**src/rtl/rtc_stat_pkg.sv**
```systemverilog
package rtc_stat_pkg;

    localparam int DATA_W = 8;

    typedef struct packed {
        logic       upd;
        logic       lowbat;
        logic [4:0] rsvd;
        logic       irqf;
    } stat_t;

    typedef struct packed {
        logic       osc_off;
        logic       wprot;
        logic [1:0] wd_sel;
        logic [1:0] alm_sel;
        logic       alm_ie;
        logic       rsvd;
    } ctrl_t;

    localparam ctrl_t CTRL_RESET = '{osc_off: 1'b1, wprot: 1'b0, wd_sel: 2'b11,
                                     alm_sel: 2'b00, alm_ie: 1'b0, rsvd: 1'b0};

    function automatic ctrl_t ctrl_from_byte(input logic [DATA_W-1:0] b);
        ctrl_t r;
        r      = ctrl_t'(b);
        r.rsvd = 1'b0;
        return r;
    endfunction

    function automatic stat_t stat_pack(input logic upd, input logic lowbat, input logic irqf);
        stat_t s;
        s.upd    = upd;
        s.lowbat = lowbat;
        s.rsvd   = '0;
        s.irqf   = irqf;
        return s;
    endfunction

endpackage

```
**src/rtl/rtc_addr_decode.sv**
```systemverilog
module rtc_addr_decode #(
    parameter int ADDR_W    = 4,
    parameter int ALM_BASE  = 8,
    parameter int ALM_CNT   = 3,
    parameter int CTRL_ADDR = 14,
    parameter int STAT_ADDR = 15
) (
    input  logic [ADDR_W-1:0] addr,
    output logic              hit_alarm,
    output logic              hit_ctrl,
    output logic              hit_stat
);
    logic [ALM_CNT-1:0] alm_hits;

    for (genvar i = 0; i < ALM_CNT; i++) begin : g_alm
        assign alm_hits[i] = (addr == ADDR_W'(ALM_BASE + i));
    end

    assign hit_alarm = |alm_hits;
    assign hit_ctrl  = (addr == ADDR_W'(CTRL_ADDR));
    assign hit_stat  = (addr == ADDR_W'(STAT_ADDR));
endmodule

```
**src/rtl/rtc_upd_sched.sv**
```systemverilog
module rtc_upd_sched #(
    parameter int PERIOD = 8,
    parameter int LEAD   = 2
) (
    input  logic clk,
    input  logic rst,
    input  logic tick,
    output logic upd_flag,
    output logic upd_strobe
);
    localparam int CNT_W = (PERIOD > 2) ? $clog2(PERIOD) : 1;
    localparam logic [CNT_W-1:0] LAST    = CNT_W'(PERIOD - 1);
    localparam logic [CNT_W-1:0] FLAG_AT = CNT_W'(PERIOD - LEAD);

    if (LEAD < 1 || LEAD >= PERIOD) begin : g_bad_params
        $error("rtc_upd_sched: LEAD must lie in 1..PERIOD-1");
    end

    logic [CNT_W-1:0] cnt_q;
    logic             strobe_q;

    always_ff @(posedge clk) begin
        if (rst) begin
            cnt_q    <= '0;
            strobe_q <= 1'b0;
        end else begin
            strobe_q <= tick && (cnt_q == LAST);
            if (tick) begin
                cnt_q <= (cnt_q == LAST) ? '0 : cnt_q + 1'b1;
            end
        end
    end

    assign upd_flag   = (cnt_q >= FLAG_AT);
    assign upd_strobe = strobe_q;

    assert_strobe_after_flag_R8: assert property (@(posedge clk) disable iff (rst)
        upd_strobe |-> $past(upd_flag));
    assert_flag_low_on_strobe_R8: assert property (@(posedge clk) disable iff (rst)
        upd_strobe |-> !upd_flag);
    assert_cnt_range_R8: assert property (@(posedge clk) disable iff (rst)
        cnt_q <= LAST);
    assert_no_tick_hold_R8: assert property (@(posedge clk) disable iff (rst)
        !tick |=> $stable(upd_flag) && !upd_strobe);
endmodule

```
**src/rtl/rtc_flag_bits.sv**
```systemverilog
module rtc_flag_bits (
    input  logic clk,
    input  logic rst,
    input  logic alarm_match,
    input  logic alarm_access,
    input  logic lb_set,
    input  logic lb_clr,
    output logic irqf,
    output logic lowbat
);
    logic irqf_q;
    logic lowbat_q;

    always_ff @(posedge clk) begin
        if (rst) begin
            irqf_q   <= 1'b0;
            lowbat_q <= 1'b0;
        end else begin
            if (alarm_match)       irqf_q <= 1'b1;
            else if (alarm_access) irqf_q <= 1'b0;
            if (lb_set)            lowbat_q <= 1'b1;
            else if (lb_clr)       lowbat_q <= 1'b0;
        end
    end

    assign irqf   = irqf_q;
    assign lowbat = lowbat_q;

    assert_match_sets_R3: assert property (@(posedge clk) disable iff (rst)
        alarm_match |=> irqf);
    assert_access_clears_R5: assert property (@(posedge clk) disable iff (rst)
        alarm_access && !alarm_match |=> !irqf);
    assert_lb_set_wins_R7: assert property (@(posedge clk) disable iff (rst)
        lb_set |=> lowbat);
    assert_lb_hold_R7: assert property (@(posedge clk) disable iff (rst)
        !lb_set && !lb_clr |=> $stable(lowbat));
endmodule

```
**src/rtl/rtc_status_reg.sv**
```systemverilog
module rtc_status_reg
    import rtc_stat_pkg::*;
#(
    parameter int ADDR_W     = 4,
    parameter int ALM_BASE   = 8,
    parameter int ALM_CNT    = 3,
    parameter int CTRL_ADDR  = 14,
    parameter int STAT_ADDR  = 15,
    parameter int UPD_PERIOD = 8,
    parameter int UPD_LEAD   = 2
) (
    input  logic              clk,
    input  logic              rst,
    input  logic              alarm_match,
    input  logic              lb_below_low,
    input  logic              lb_above_high,
    input  logic              upd_tick,
    input  logic              bus_sel,
    input  logic              bus_we,
    input  logic [ADDR_W-1:0] bus_addr,
    input  logic [7:0]        bus_wdata,
    output logic [7:0]        bus_rdata,
    output logic              irq_out,
    output logic              upd_strobe
);
    logic  hit_alarm, hit_ctrl, hit_stat;
    logic  upd_flag, irqf, lowbat;
    ctrl_t ctrl_q;
    stat_t stat;

    rtc_addr_decode #(
        .ADDR_W(ADDR_W), .ALM_BASE(ALM_BASE), .ALM_CNT(ALM_CNT),
        .CTRL_ADDR(CTRL_ADDR), .STAT_ADDR(STAT_ADDR)
    ) i_dec (
        .addr(bus_addr), .hit_alarm(hit_alarm), .hit_ctrl(hit_ctrl), .hit_stat(hit_stat)
    );

    rtc_upd_sched #(.PERIOD(UPD_PERIOD), .LEAD(UPD_LEAD)) i_sched (
        .clk(clk), .rst(rst), .tick(upd_tick),
        .upd_flag(upd_flag), .upd_strobe(upd_strobe)
    );

    rtc_flag_bits i_flags (
        .clk(clk), .rst(rst),
        .alarm_match(alarm_match), .alarm_access(bus_sel && hit_alarm),
        .lb_set(lb_below_low), .lb_clr(lb_above_high),
        .irqf(irqf), .lowbat(lowbat)
    );

    always_ff @(posedge clk) begin
        if (rst) begin
            ctrl_q <= CTRL_RESET;
        end else if (bus_sel && bus_we && hit_ctrl) begin
            ctrl_q <= ctrl_from_byte(bus_wdata);
        end
    end

    assign stat = stat_pack(upd_flag, lowbat, irqf);

    always_comb begin
        bus_rdata = '0;
        if (bus_sel && !bus_we) begin
            if (hit_stat)      bus_rdata = stat;
            else if (hit_ctrl) bus_rdata = ctrl_q;
        end
    end

    assign irq_out = irqf && ctrl_q.alm_ie;

    assert_stat_write_ignored_R9: assert property (@(posedge clk) disable iff (rst)
        bus_sel && bus_we && hit_stat && !alarm_match && !lb_below_low
        && !lb_above_high && !upd_tick |=> $stable(stat));
    assert_irq_follows_enable_R4: assert property (@(posedge clk) disable iff (rst)
        !ctrl_q.alm_ie |-> !irq_out);
    assert_ctrl_bit0_zero_R10: assert property (@(posedge clk) disable iff (rst)
        ctrl_q.rsvd == 1'b0);
endmodule

```
**config.mk**
```make
export PLATFORM = sky130hd
export DESIGN_NAME = rtc_status_reg
export DESIGN_NICKNAME = d
export VERILOG_FILES = /design/src/rtl/rtc_stat_pkg.sv /design/src/rtl/rtc_addr_decode.sv /design/src/rtl/rtc_upd_sched.sv /design/src/rtl/rtc_flag_bits.sv /design/src/rtl/rtc_status_reg.sv
export SDC_FILE = /design/constraint.sdc
export NUM_CORES = 1
export LEC_CHECK = 0
export ABC_CLOCK_PERIOD_IN_PS = 1000
export BUFFER_PORTS_ARGS = -buffer_cell sky130_fd_sc_hd__buf_2
export CORE_MARGIN = 2
export CORE_UTILIZATION = 40
export CTS_CLUSTER_SIZE = 12
export DETAILED_ROUTE_END_ITERATION = 6
export PLACE_DENSITY = 0.72
export SKIP_CTS_REPAIR_TIMING = 1
export SLEW_MARGIN = 20
export SYNTH_ARGS = -nofsm -noshare
export SYNTH_HDL_FRONTEND = slang
export SYNTH_SLANG_ARGS = --single-unit
```
**constraint.sdc**
```tcl
create_clock -name clk -period 1 [get_ports clk]
set_input_delay 0.1 -clock clk [delete_from_list [all_inputs] [get_ports clk]]
set_output_delay 0.1 -clock clk [all_outputs]
set_load 0.02 [all_outputs]
```
==> impl_metrics.yaml, run 1 <==
status:
  violations: "setup timing"
  outcome: "finished with violations"
global_route:
  grt_pass1_vias: 516
  grt-ovfl-total: 0
  antenna_found_initial: 0
  grt_max_degree: 21
  gr-usage-all-layers_pct: 14.5
  grt_pass1_wl_um: 2120
floorplanning:
  rows: 14
  start_util_pct: 44.1
  ios: 30
  die_w_um: 45.5
  fp.dieArea_mm2: 0.00207
  die_h_um: 45.5
  core_area_mm2: 0.00156
timing:
  final-hold-violation-count: 0
  rsz0062_at_grt: "yes"
  fin_skew_ps: 0.235
  post-route-period-util_pct: 121
  slew_violations: 0
  fin_crit_ps: 1210
  slew_headroom_pct: 74.2
  setup_slack_ps: -206
  setup_viol: 10
  tightest_slew_ps: 378
  max_freq_mhz: 829
critical_path:
  end_kind: "primary output"
  path_buf_inv: 1
  path_depth: 4
  crit-reg2reg-capture: "i_sched.cnt_q[2]"
  crit_path_start_kind: "register"
  reg2reg_depth: 4
  rrSetupSlack_ps: -50
  critPathRequiredTime_ps: 900
  crit_path_max_incr_delay_ps: 310
  path_delay_family: "flip-flops"
  r2r-start: "i_sched.cnt_q[0]"
  cp_max_fo: 2
  path_class: "reg -> out"
  worstSetupStartpoint: "ctrl_q[7]"
  arrival_ps: 1110
  cp_cell_sequence: "nor2b_2 > a31oi_2 > nor3_2 > buf_4"
  critPathCapture: "bus_rdata[7]"
  crit_slowest_cell: "dfxtp_1"
drt:
  ant_nets: 0
  vias_per_cell: 4.83
  drt-pass1-iter-count: 3
  drc: 0
  drt_iter0_markers: 4
  routed_wl_um: 1360
  wl_per_cell_um: 11.0
  vias: 599
synthesis:
  synthFlopType: "dfxtp_1"
  yosysMostFrequentCell: "dfxtp_1"
  synthCells: 72
  synth_edf_count: 0
  synth_area_leaders: "dfxtp_1 (38%), mux2i_1 (15%), or2b_2 (7.6%)"
  avgSynthCellArea_um2: 9.56
  synth_top_area_share_pct: 37.8
  ys_seq_area_share_pct: 37.8
  synth.distinct_cells: 20
  yosysWarnings: 0
  yosysTopAreaCell: "dfxtp_1"
  synth_fp_nets: 94
  syn_area_um2: 688
  async_flop_share_pct: 0
  yosys_register_bits: 13
  synth_common_cells: "dfxtp_1 (13), nor2_1 (12), mux2i_1 (10)"
clock_network:
  cts.clk_slew.worst_paths_ps: 80
  h-tree-depth: 1
  cts_buffers: 3
  cts.path.max_buffers: 2
  clock_latency_ps: 270
  cts_root_buf: "clkbuf_4"
  cts_tree: "built"
  cts_num_sinks: 13
pwr:
  peakVddDrop_mv: 0.482
  power-per-cell-area_mw_per_mm2: 1060
  finalPower_mw: 1.00
  p_leak_nw: 0.421
cells_and_area:
  drive_gt1_share_pct: 56.5
  fin_area_um2: 943
  fill_cells: 153
  syn_to_final_growth_pct: 37.1
  final_cells: 124
  fin_nets: 131
  antenna_cells: 0
  fin_util_pct: 60.5
placement:
  hpwl_um: 1020
  place_inst: 120
  port_buffers: 28
  gp_congestion: 0.685
  dpl-instance-area_um2: 875
hold_path:
  min_path_type: "in -> reg"
flow_run:
  max_cap_viol_count: 0
## placed cells by master, fill, tap and decap left out, drive strengths merged, types with 2 or more instances in the layout
cell type / Yosys / final
or2b: 6 / 6
ha: 2 / 2
nand2b: 3 / 3
mux2i: 10 / 10
dfxtp: 13 / 13
clkbuf: 0 / 4
nor3: 5 / 5
and2: 6 / 6
nand2: 3 / 3
buf: 2 / 35
nor2: 12 / 12
a21oi: 2 / 2
## stage by stage
stage | setup TNS, ps | setup slack (ps) | hold WS [ps]
3_5_place_dp | -157 | -50.6 | 312
5_1_grt | -1180 | -268 | 56.4
6_report | -442 | -206 | 36.6
4_1_cts | -710 | -204 | 32.6
3_3_place_gp | -48.0 | -31.0 | 302
2_1_floorplan | -2.32 | -2.32 | 214
## layout make-up
cell class                      count  area (µm²)  share of cell area (%)
Multi-Input combinational cell     55         419                    44.4
Sequential cell                    13         268                    28.4
Timing Repair Buffer               35         206                    21.9
Clock buffer                        4        26.3                    2.79
Tap cell                           16        20.0                    2.12
Inverter                            1        3.75                   0.398
## cell families (layout without fill, tap and decap cells)
kind of cell             count (synthesis)  count (layout)  share of synthesized area [%]
flip-flops                              13              13                           37.8
adder cells (fa/ha/maj)                  2               2                           3.64
AND/OR/NAND/NOR                         39              39                           34.9
multiplexers                            10              10                           14.5
AO/OA/AOI/OAI                            4               4                           3.64
buffers and inverters                    4              40                           5.45
## routing by layer
layer | vias up | wire length (µm) | track usage (%)
met5 | - | 0 | 0
met1 | 261 | 602 | 18.0
met2 | 21 | 661 | 23.7
li1 | 315 | - | -
met3 | 2 | 73 | 1.59
met4 | 0 | 19 | 8.82
## sequential cells by signal, indices dropped and copies added (netlist names)
name and flops:
ctrl_q 7, i_flags.irqf 1, i_flags.lowbat 1, i_sched.cnt_q 3, i_sched.upd_strobe 1
## worst min-delay path: stages
cell and delay, ps:
buf_2 80, a21oi_1 30, nor2_1 60
## report_power, final
group          internal (mW)  switching [mW]  total [mW]
Sequential             0.535          0.0103       0.545
Clock                  0.154           0.163       0.317
Combinational         0.0738          0.0680       0.142
## worst min path at each step
stage / startpoint / depth (start not counted) / end / slack, ps
floorplan: upd_tick / 2 / i_sched.upd_strobe / 210
CTS: lb_below_low / 3 / i_flags.lowbat / 30
finish: lb_below_low / 3 / i_flags.lowbat / 40
global placement: lb_below_low / 3 / i_flags.lowbat / 300
global route: lb_below_low / 3 / i_flags.lowbat / 60
detailed placement: lb_below_low / 3 / i_flags.lowbat / 310
No activity file was read; power rests on OpenSTA's default activity.
==> inputs of run 2 (changes only) <==
ABC_AREA = 1   (was unset)
CTS_CLUSTER_DIAMETER = 40   (was unset)
==> run 2 against run 1 <==
Against the previous run:
- the flow still finishes with violations (setup timing)
- maximum frequency increased by 2.3%
- sequential power increased by 0.9%
- routed wire length increased by 22%
- cell area increased by 5.8%
- utilization increased by 3.5 points
- sequential share of layout area decreased by 1.4 points
- clock power increased by 5%
- synthesized area increased by 0.18%
- clock-buffer cell count decreased by 1
- die area increased by 0.18%
- flip-flop and latch count unchanged
- critical path depth increased by 1
- largest cell class unchanged
- largest power group unchanged
- highest routed layer unchanged
==> impl_metrics.yaml, run 2 <==
synthesis:
  async_flop_share_pct: 0
  synth_edf_count: 0
  synthCells: 107
  synth_common_cells: "nand2_1 (28), inv_1 (24), dfxtp_1 (13)"
  synth_fp_nets: 129
  ys_seq_area_share_pct: 37.7
  syn_area_um2: 689
  synthFlopType: "dfxtp_1"
  yosysWarnings: 0
  avgSynthCellArea_um2: 6.44
  synth.distinct_cells: 15
  yosysMostFrequentCell: "nand2_1"
  yosys_register_bits: 13
  yosysTopAreaCell: "dfxtp_1"
  synth_top_area_share_pct: 37.7
  synth_area_leaders: "dfxtp_1 (38%), nand2_1 (15%), inv_1 (13%)"
drt:
  ant_nets: 0
  drt_iter0_markers: 14
  drt-pass1-iter-count: 4
  vias: 759
  vias_per_cell: 4.74
  drc: 0
  routed_wl_um: 1660
  wl_per_cell_um: 10.4
critical_path:
  end_kind: "primary output"
  crit_path_start_kind: "register"
  crit_slowest_cell: "dfxtp_2"
  cp_max_fo: 3
  path_delay_family: "flip-flops"
  critPathRequiredTime_ps: 900
  crit_path_max_incr_delay_ps: 360
  arrival_ps: 1080
  critPathMostFrequentCell: "nand2_1"
  cp_cell_sequence: "nand2_1 > inv_1 > nand2_1 > a21oi_2 > buf_4"
  path_buf_inv: 2
  path_class: "reg -> out"
cells_and_area:
  fin_nets: 167
  syn_to_final_growth_pct: 44.8
  largest_reg_flops: 7
  top_regs: "ctrl_q x7, i_sched.cnt_q x3"
  regMostFlops: "ctrl_q"
  layout_commonest_cell: "nand2_1"
  mostFrequentLayoutCells: "nand2_1 (28), buf_2 (24), inv_1 (23)"
  antenna_cells: 0
  fin_util_pct: 64.0
  drive_gt1_share_pct: 38.9
placement:
  hpwl_um: 1180
  port_buffers: 28
  gp_congestion: 0.722
global_route:
  grtUsageMet2_pct: 26.5
  grt_use_met1_pct: 18.9
  met3_usage_pct: 3.57
  grt-ovfl-total: 0
  grt_max_degree: 9
  grt_pass1_vias: 621
  gr-usage-all-layers_pct: 16.0
  antenna_found_initial: 0
  grt_pass1_wl_um: 2410
  grt-busiest-layer: "met2"
timing:
  setup_slack_ps: -178
  rsz0062_at_grt: "yes"
  max_freq_mhz: 849
  setup_viol: 11
  fin_setup_tns_ps: -1020
  final-hold-violation-count: 0
  slew_headroom_pct: 80.4
  slew_violations: 0
  post-route-period-util_pct: 118
  hold_slack_ps: 38.5
  tightest_slew_ps: 293
  fin_skew_ps: 0.355
  fin_crit_ps: 1180
pwr:
  power_frac_comb_pct: 17.3
  switching_share_pct: 27.6
  seqPwrFrac_pct: 51.6
  finalPower_mw: 1.07
  power-per-cell-area_mw_per_mm2: 1070
  p_leak_nw: 0.533
  peakVddDrop_mv: 0.891
  p_int_uw: 772
  p_clk_share_pct: 31.1
  power.switching_uw: 294
hold_path:
  min_path_type: "in -> reg"
clock_network:
  cts_buffers: 3
  cts.clk_slew.worst_paths_ps: 90
  cts_num_sinks: 13
  cts.path.max_buffers: 2
  cts_root_buf: "clkbuf_4"
  h-tree-depth: 1
  clock_latency_ps: 280
  cts_tree: "built"
floorplanning:
  die_h_um: 45.5
  fp.dieArea_mm2: 0.00207
  ios: 30
  die_w_um: 45.5
  core_area_mm2: 0.00156
  rows: 14
  start_util_pct: 44.2
status:
  outcome: "finished with violations"
  violations: "setup timing"
flow_run:
  max_cap_viol_count: 0
[run 2: cells by family after synthesis]
logic type      after synthesis  synth area share (%)
simple gates                 58                  37.2
buf+inv                      26                  15.2
flops                        13                  37.7
compound gates                8                  6.17
fa+ha+maj                     2                  3.63
[run 2: worst paths after layout]
| check | start | to | slack [ps] | cells past startpoint |
|---|---|---|---|---|
| worst min register to register | ctrl_q[5] | ctrl_q[5] | 460 | 2 |
| worst min-delay path | lb_below_low | i_flags.lowbat | 40 | 3 |
| worst max register to register | i_sched.cnt_q[1] | i_sched.cnt_q[0] | -90 | 6 |
| worst max-delay path | i_sched.cnt_q[2] | bus_rdata[7] | -180 | 5 |
[run 2: per-layer routing]
metal	share of wire [%]	wire, µm
met2	51	852
met3	4.4	73
met4	0.84	14
met5	0	0
met1	43	716
[run 2: stage by stage]
stage          setup WS [ps]  area [µm²]  cells
4_1_cts                 -310         927    158
6_report                -178         998    160
3_3_place_gp           -45.9         900    154
2_1_floorplan           10.2         721    107
3_5_place_dp           -66.1         900    154
5_1_grt                 -249         998    160
[run 2: worst register-to-register path, stage by stage (launching register included)]
cell and delay (ps):
dfxtp_4 350, buf_6 120, ha_4 160, ha_4 160
inv_4 60, a21oi_2 60, a211oi_2 120
[run 2: cell type report]
class | instances | area (µm²)
inverters | 25 | 96.3
well taps | 16 | 20.0
clock inverters | 1 | 5.00
fillers | 146 | 561
multi-input cells | 68 | 383
repair buffers | 34 | 203
flip-flops and latches | 13 | 269
clock buffers | 3 | 22.5
[run 2: power groups by stage]
stage	logic [mW]	clock network, mW	registers [mW]
after detailed placement	0.147	0	0.564
after global placement	0.143	0	0.563
after floorplan	0.0793	0	0.562
final	0.184	0.332	0.550
after CTS	0.148	0.343	0.552
after global routing	0.206	0.368	0.553
